<file path="config.mk">
export PLATFORM = sky130hd
export DESIGN_NAME = can_idle_detector
export DESIGN_NICKNAME = d
export VERILOG_FILES = /design/src/rtl/can_idle_pkg.sv /design/src/rtl/can_idle_edge_filter.sv /design/src/rtl/can_idle_bit_counter.sv /design/src/rtl/can_idle_ctrl.sv /design/src/rtl/can_idle_detector.sv
export SDC_FILE = /design/constraint.sdc
export NUM_CORES = 1
export LEC_CHECK = 0
export BUFFER_PORTS_ARGS = -buffer_cell sky130_fd_sc_hd__buf_4
export CAP_MARGIN = 20
export CORE_AREA = 2 2 39 41
export DETAILED_ROUTE_END_ITERATION = 10
export DIE_AREA = 0 0 41 43
export PLACE_DENSITY = 0.7
export SLEW_MARGIN = 20
export SYNTH_ARGS = -nofsm -noshare
export SYNTH_HDL_FRONTEND = slang
export SYNTH_SLANG_ARGS = --single-unit
export TNS_END_PERCENT = 50
</file>
<file path="constraint.sdc">
create_clock -name clk -period 1.6 [get_ports clk]
set_clock_uncertainty 0.1 [all_clocks]
set_input_delay 0.32 -clock clk [delete_from_list [all_inputs] [get_ports clk]]
set_output_delay 0.32 -clock clk [all_outputs]
set_load 0.01 [all_outputs]
</file>
<file path="src/rtl/can_idle_pkg.sv">
package can_idle_pkg;

  typedef enum logic [1:0] {
    ST_HELD   = 2'd0,
    ST_INTEG  = 2'd1,
    ST_ACTIVE = 2'd2
  } integ_state_e;

  // saturating increment on plain integers; callers cast to their width
  function automatic int unsigned sat_next(int unsigned val, int unsigned limit);
    return (val >= limit) ? limit : val + 1;
  endfunction

  // true when a count value is the last one before the target
  function automatic logic is_final(int unsigned val, int unsigned target);
    return val == target - 1;
  endfunction

endpackage

</file>
<file path="src/rtl/can_idle_edge_filter.sv">
module can_idle_edge_filter
  import can_idle_pkg::*;
#(
  parameter int unsigned DOM_MIN = 2
) (
  input  logic clk,
  input  logic rst_n,
  input  logic tq_en,
  input  logic sp_hit,
  input  logic rx_in,
  input  logic filt_on,
  output logic dom_hit,
  output logic rx_out
);

  localparam int unsigned RUN_W = $clog2(DOM_MIN + 1);
  localparam logic [RUN_W-1:0] RUN_QUAL = RUN_W'(DOM_MIN - 1);

  logic [RUN_W-1:0] run_q;
  logic             filt_q;
  logic             run_ok;

  assign run_ok = (run_q >= RUN_QUAL);

  // qualified dominant event that restarts the recessive count
  assign dom_hit = filt_on ? (tq_en && !rx_in && run_ok) : (sp_hit && !rx_in);

  always_ff @(posedge clk or negedge rst_n) begin
    if (!rst_n) begin
      run_q  <= '0;
      filt_q <= 1'b1;
    end else if (!filt_on) begin
      run_q  <= '0;
      filt_q <= 1'b1;
    end else if (tq_en) begin
      if (rx_in) begin
        run_q  <= '0;
        filt_q <= 1'b1;
      end else begin
        run_q <= RUN_W'(sat_next(int'(run_q), DOM_MIN));
        if (run_ok) filt_q <= 1'b0;
      end
    end
  end

  assign rx_out = filt_on ? filt_q : rx_in;

  assert_spike_hidden_R9 : assert property (@(posedge clk) disable iff (!rst_n)
    (filt_on && tq_en && !rx_in && run_q == '0 && filt_q) |=> filt_q);

  assert_run_saturates_R8 : assert property (@(posedge clk) disable iff (!rst_n)
    run_q <= RUN_W'(DOM_MIN));

  assert_run_idle_no_tq_R11 : assert property (@(posedge clk) disable iff (!rst_n)
    (filt_on && !tq_en) |=> $stable(run_q) || !filt_on);

endmodule

</file>
<file path="src/rtl/can_idle_bit_counter.sv">
module can_idle_bit_counter
  import can_idle_pkg::*;
#(
  parameter int unsigned REC_BITS = 11
) (
  input  logic                        clk,
  input  logic                        rst_n,
  input  logic                        clear,
  input  logic                        sp_hit,
  input  logic                        dom_hit,
  output logic [$clog2(REC_BITS)-1:0] cnt,
  output logic                        last_hit
);

  localparam int unsigned CNT_W = $clog2(REC_BITS);

  logic [CNT_W-1:0] cnt_q;

  assign last_hit = !clear && sp_hit && !dom_hit && is_final(int'(cnt_q), REC_BITS);

  always_ff @(posedge clk or negedge rst_n) begin
    if (!rst_n) begin
      cnt_q <= '0;
    end else if (clear || dom_hit) begin
      cnt_q <= '0;
    end else if (sp_hit) begin
      cnt_q <= last_hit ? '0 : cnt_q + CNT_W'(1);
    end
  end

  assign cnt = cnt_q;

  assert_cnt_bound_R5 : assert property (@(posedge clk) disable iff (!rst_n)
    cnt_q <= CNT_W'(REC_BITS - 1));

  assert_cleared_zero_R2 : assert property (@(posedge clk) disable iff (!rst_n)
    clear |=> cnt_q == '0);

endmodule

</file>
<file path="src/rtl/can_idle_ctrl.sv">
module can_idle_ctrl
  import can_idle_pkg::*;
(
  input  logic clk,
  input  logic rst_n,
  input  logic init_hold,
  input  logic exc_evt,
  input  logic exc_hold_dis,
  input  logic last_hit,
  output logic integrating,
  output logic idle_pulse,
  output logic enter_evt
);

  integ_state_e state_q;
  logic         idle_q;
  logic         exc_ok;

  assign exc_ok    = exc_evt && !exc_hold_dis;
  assign enter_evt = !init_hold && ((state_q == ST_HELD) || exc_ok);

  always_ff @(posedge clk or negedge rst_n) begin
    if (!rst_n) begin
      state_q <= ST_HELD;
      idle_q  <= 1'b0;
    end else begin
      idle_q <= 1'b0;
      if (init_hold) begin
        state_q <= ST_HELD;
      end else if (enter_evt) begin
        state_q <= ST_INTEG;
      end else if (state_q == ST_INTEG && last_hit) begin
        state_q <= ST_ACTIVE;
        idle_q  <= 1'b1;
      end
    end
  end

  assign integrating = (state_q == ST_INTEG);
  assign idle_pulse  = idle_q;

  assert_init_holds_R2 : assert property (@(posedge clk) disable iff (!rst_n)
    init_hold |=> (!integrating && !idle_pulse));

  assert_enter_on_release_R3 : assert property (@(posedge clk) disable iff (!rst_n)
    $fell(init_hold) |=> integrating);

  assert_exc_enters_R4 : assert property (@(posedge clk) disable iff (!rst_n)
    (!init_hold && exc_evt && !exc_hold_dis) |=> integrating);

  assert_exc_blocked_R4 : assert property (@(posedge clk) disable iff (!rst_n)
    (exc_evt && exc_hold_dis && !init_hold && state_q == ST_ACTIVE) |=> !integrating);

  assert_pulse_single_R5 : assert property (@(posedge clk) disable iff (!rst_n)
    idle_pulse |=> !idle_pulse);

  assert_pulse_leaves_R5 : assert property (@(posedge clk) disable iff (!rst_n)
    idle_pulse |-> !integrating);

endmodule

</file>
<file path="src/rtl/can_idle_detector.sv">
module can_idle_detector
  import can_idle_pkg::*;
#(
  parameter int unsigned REC_BITS = 11,
  parameter int unsigned DOM_MIN  = 2
) (
  input  logic clk,
  input  logic rst_n,
  input  logic rx_in,
  input  logic tq_en,
  input  logic sp_en,
  input  logic spike_filt_en,
  input  logic init_hold,
  input  logic proto_exc,
  input  logic exc_hold_dis,
  output logic integrating,
  output logic idle_pulse,
  output logic rx_filt
);

  localparam int unsigned CNT_W = $clog2(REC_BITS);

  // named internal events
  logic             sp_hit;
  logic             filt_on;
  logic             dom_hit;
  logic             last_hit;
  logic             enter_evt;
  logic             cnt_clear;
  logic [CNT_W-1:0] rec_cnt;

  assign sp_hit    = tq_en && sp_en;
  assign filt_on   = integrating && spike_filt_en;
  assign cnt_clear = !integrating || enter_evt || init_hold;

  can_idle_edge_filter #(.DOM_MIN(DOM_MIN)) u_filter (
    .clk     (clk),
    .rst_n   (rst_n),
    .tq_en   (tq_en),
    .sp_hit  (sp_hit),
    .rx_in   (rx_in),
    .filt_on (filt_on),
    .dom_hit (dom_hit),
    .rx_out  (rx_filt)
  );

  can_idle_bit_counter #(.REC_BITS(REC_BITS)) u_counter (
    .clk      (clk),
    .rst_n    (rst_n),
    .clear    (cnt_clear),
    .sp_hit   (sp_hit),
    .dom_hit  (dom_hit),
    .cnt      (rec_cnt),
    .last_hit (last_hit)
  );

  can_idle_ctrl u_ctrl (
    .clk          (clk),
    .rst_n        (rst_n),
    .init_hold    (init_hold),
    .exc_evt      (proto_exc),
    .exc_hold_dis (exc_hold_dis),
    .last_hit     (last_hit),
    .integrating  (integrating),
    .idle_pulse   (idle_pulse),
    .enter_evt    (enter_evt)
  );

  assert_dom_sample_restarts_R6 : assert property (@(posedge clk) disable iff (!rst_n)
    (integrating && !spike_filt_en && sp_hit && !rx_in && !init_hold) |=> rec_cnt == '0);

  assert_qual_run_restarts_R8 : assert property (@(posedge clk) disable iff (!rst_n)
    (filt_on && dom_hit && !init_hold) |=> rec_cnt == '0);

  assert_count_waits_tq_R11 : assert property (@(posedge clk) disable iff (!rst_n)
    (integrating && !tq_en && !enter_evt && !init_hold) |=> $stable(rec_cnt));

  assert_exc_restarts_R4 : assert property (@(posedge clk) disable iff (!rst_n)
    (!init_hold && proto_exc && !exc_hold_dis) |=> rec_cnt == '0);

endmodule

</file>
==> metrics.md <==
| Metric | Value |
|---|---|
| Status | complete, but fails checks |
| Violated checks | negative setup slack |
| Via Count | 484 |
| Die height | 43 um |
| Post-synth EDFFs | 0 |
| Worst Path Max Fanout | 2 |
| Sw Share | 23.9% |
| Deepest clock path buffer count | 2 |
| Vias in the first global route | 502 |
| Arr. time, crit path | 1330 ps |
| Yosys top cell by area | dfrtp_1 |
| Nets@finish | 90 |
| # diodes | 0 |
| RSZ-0062 raised after global routing | true |
| Routed Antenna Nets | 0 |
| Detailed Route Iter0 Violations | 2 |
| TritonCTS Sinks | 10 |
| Distinct cells, synth | 30 |
| Clock Power Share | 35.3% |
| Crit path kind | flop to output port |
| GRT Total Usage | 16.3% |
| GPL Wtd Cong | 0.791 |
| P_sw | 0.125 mW |
| First-pass GRT wire length | 1.90 mm |
| Count of final hold-check violations | 0 |
| Die X | 41 um |
| Dpl ws | -73.3 ps |
| Power Dens Cells | 662 mW/mm2 |
| Syn nets | 63 |
| DRC Markers | 0 |
| Count leader, synth | dfrtp_1 |
| Grt ovf | 0 |
| Via density per instance | 5.15 |
| Total CTS buffers | 3 |
| Peak supply drop | 0.000415 V |
| Combinational Power Share | 15.3% |
| Synth-to-layout area growth | 41.5% |
| WL per Instance | 12.7 um |
| Post-Syn Area | 558 um2 |
| Final Cycle Share | 109% |
| Placeable Area | 0.00138 mm2 |
| Async SR Flop Fraction | 100% |
| Flop pwr share | 49.4% |
| DRT Wirelength | 1.19 mm |
| Post-Syn Instances | 52 |
| Hold_ws | 135 ps |
| Hpwl dp | 851 um |
| Die area | 0.00176 mm2 |
| Pwr Total | 0.522 mW |
| Worst min path class | input port to flop |
| Seq/Total Area, Yosys | 45.1% |
| Top post-synthesis cells by area | dfrtp_1 (40%), dfstp_2 (4.7%), ha_1 (4.5%), nor3b_1 (4.0%), a21oi_1 (3.6%) |
| Share of post-route cells with drive strength above 1 | 43.6% |
| Fin util | 57.1% |
| Achievable clock frequency | 572 MHz |
| # setup viols final | 4 |
| Minimum clock period | 1750 ps |
| FP Rows | 14 |
| Synth top area share | 40.4% |
| Skew-Pair Late Insertion Delay | 270 ps |
| Final worst slack | -147 ps |
| I/O Buffers | 11 |
| Clk slew on worst S/H paths | 70 ps |
| Synth Register Bits | 10 |
| H-Tree Depth | 1 |
| YS warnings | 0 |
| Max Cap Viol | 0 |
| Power Internal | 0.397 mW |
| Prevailing post-synth register cell | dfrtp_1 |
| IO Count | 12 |
| DRT Pass-1 Iters | 2 |
| Worst-Margin Slew | 247 ps |
| Slew headroom | 83.5% |
| Slew Limit Fails | 0 |
| Nature of the critical path endpoint | output port |
| Initial antenna violation count | 0 |
| TritonCTS clock tree | done |
| Synthesized area per cell | 10.7 um2 |
| Root buf cell | clkbuf_4 |
| List of most frequent post-synthesis cells | dfrtp_1 (9), a21oi_1 (4), inv_1 (3), nand2_1 (3), nor3b_1 (3) |
| Critical path startpoint category | flop |
| Maximum number of pins on one net before global-route repair | 11 |
| Leakage | 0.391 nW |
| Worst Path Required | 1180 ps |
| Initial Utilization | 40.3% |
per-layer routing:
layer	vias to the layer above	share of wire [%]	global-route usage [%]
li1	242	-	-
met1	227	45	17.5
met2	11	48	27.2
met3	4	4.2	3.14
met4	0	2.3	10.0
met5	-	0	0
timing repair:
item                                    4_1_cts  5_1_grt
endpoints found under the hold margin        10        0
pin swaps                                     1        1
gates resized for setup                       5        0
endpoints found under the setup margin        4        7
hold buffers                                  1        0
buffers inserted                              4        1
sequential cells by signal (all words and copies together), names as in the netlist:
register	cells
u_filter.run_q	2
u_ctrl.idle_pulse	1
u_counter.cnt	4
u_filter.filt_q	1
u_ctrl.state_q	2
power groups by stage:
stage / registers [mW] / clock network [mW] / logic (mW)
global route: 0.258 / 0.208 / 0.0882
detailed placement: 0.263 / 0 / 0.0656
finish: 0.258 / 0.184 / 0.0801
floorplan: 0.263 / 0 / 0.0261
global placement: 0.263 / 0 / 0.0651
CTS: 0.258 / 0.188 / 0.0784
metrics by stage:
| stage | setup TNS [ps] | area, um2 | std cells |
|---|---|---|---|
| final | -253 | 790 | 94 |
| after global routing | -563 | 790 | 94 |
| after CTS | -224 | 782 | 93 |
| after detailed placement | -130 | 698 | 84 |
| after global placement | -100 | 698 | 84 |
| after floorplan | 0 | 558 | 52 |
kinds of logic after synthesis:
logic type                 count (synthesis)  share of synthesized area, %
AOI/OAI and AO/OA                         15                          21.1
xor gates and xnor gates                   1                          1.57
adders and majority gates                  2                          4.48
buffers and inverters                      3                          2.02
DFF                                       10                          45.1
muxes                                      1                          2.02
and+or+nand+nor                           20                          23.8
worst max-delay path, stage by stage (launching register included):
cell,delay [ps]
dfrtp_1,410
nor2b_4,140
nand2_2,80
mux2_4,300
buf_6,120
area by class of cell:
cell class / count / area [um2]
Clock buffer: 4 / 26.3
Multi-Input combinational cell: 39 / 309
Timing Repair Buffer: 22 / 171
Tap cell: 16 / 20.0
Sequential cell: 10 / 251
Fill cell: 129 / 594
Inverter: 3 / 11.3
cell usage in the layout (no fill, tap or decap), types with 2 or more instances in the layout:
cell type and n:
buf_4 20, ha_1 2, nor3b_1 3, nand3b_1 2, a21o_1 2, inv_1 3, nand2_1 2, nor3_1 2
dfrtp_1 9, clkbuf_4 3, nor2_1 2, a21oi_1 4
worst paths after layout:
path	startpoint	endpoint	slack, ps	depth (start not counted)
max	u_ctrl.state_q[1]	rx_filt	-150	4
min	init_hold	u_ctrl.state_q[0]	130	2
max reg2reg	u_filter.run_q[0]	u_counter.cnt[1]	-70	4
min reg2reg	u_counter.cnt[1]	u_counter.cnt[1]	460	1
max in group asynchronous	rst_n	u_filter.filt_q	850	2
min in group asynchronous	rst_n	u_ctrl.state_q[0]	320	2
(Power assumes the default switching activity.)
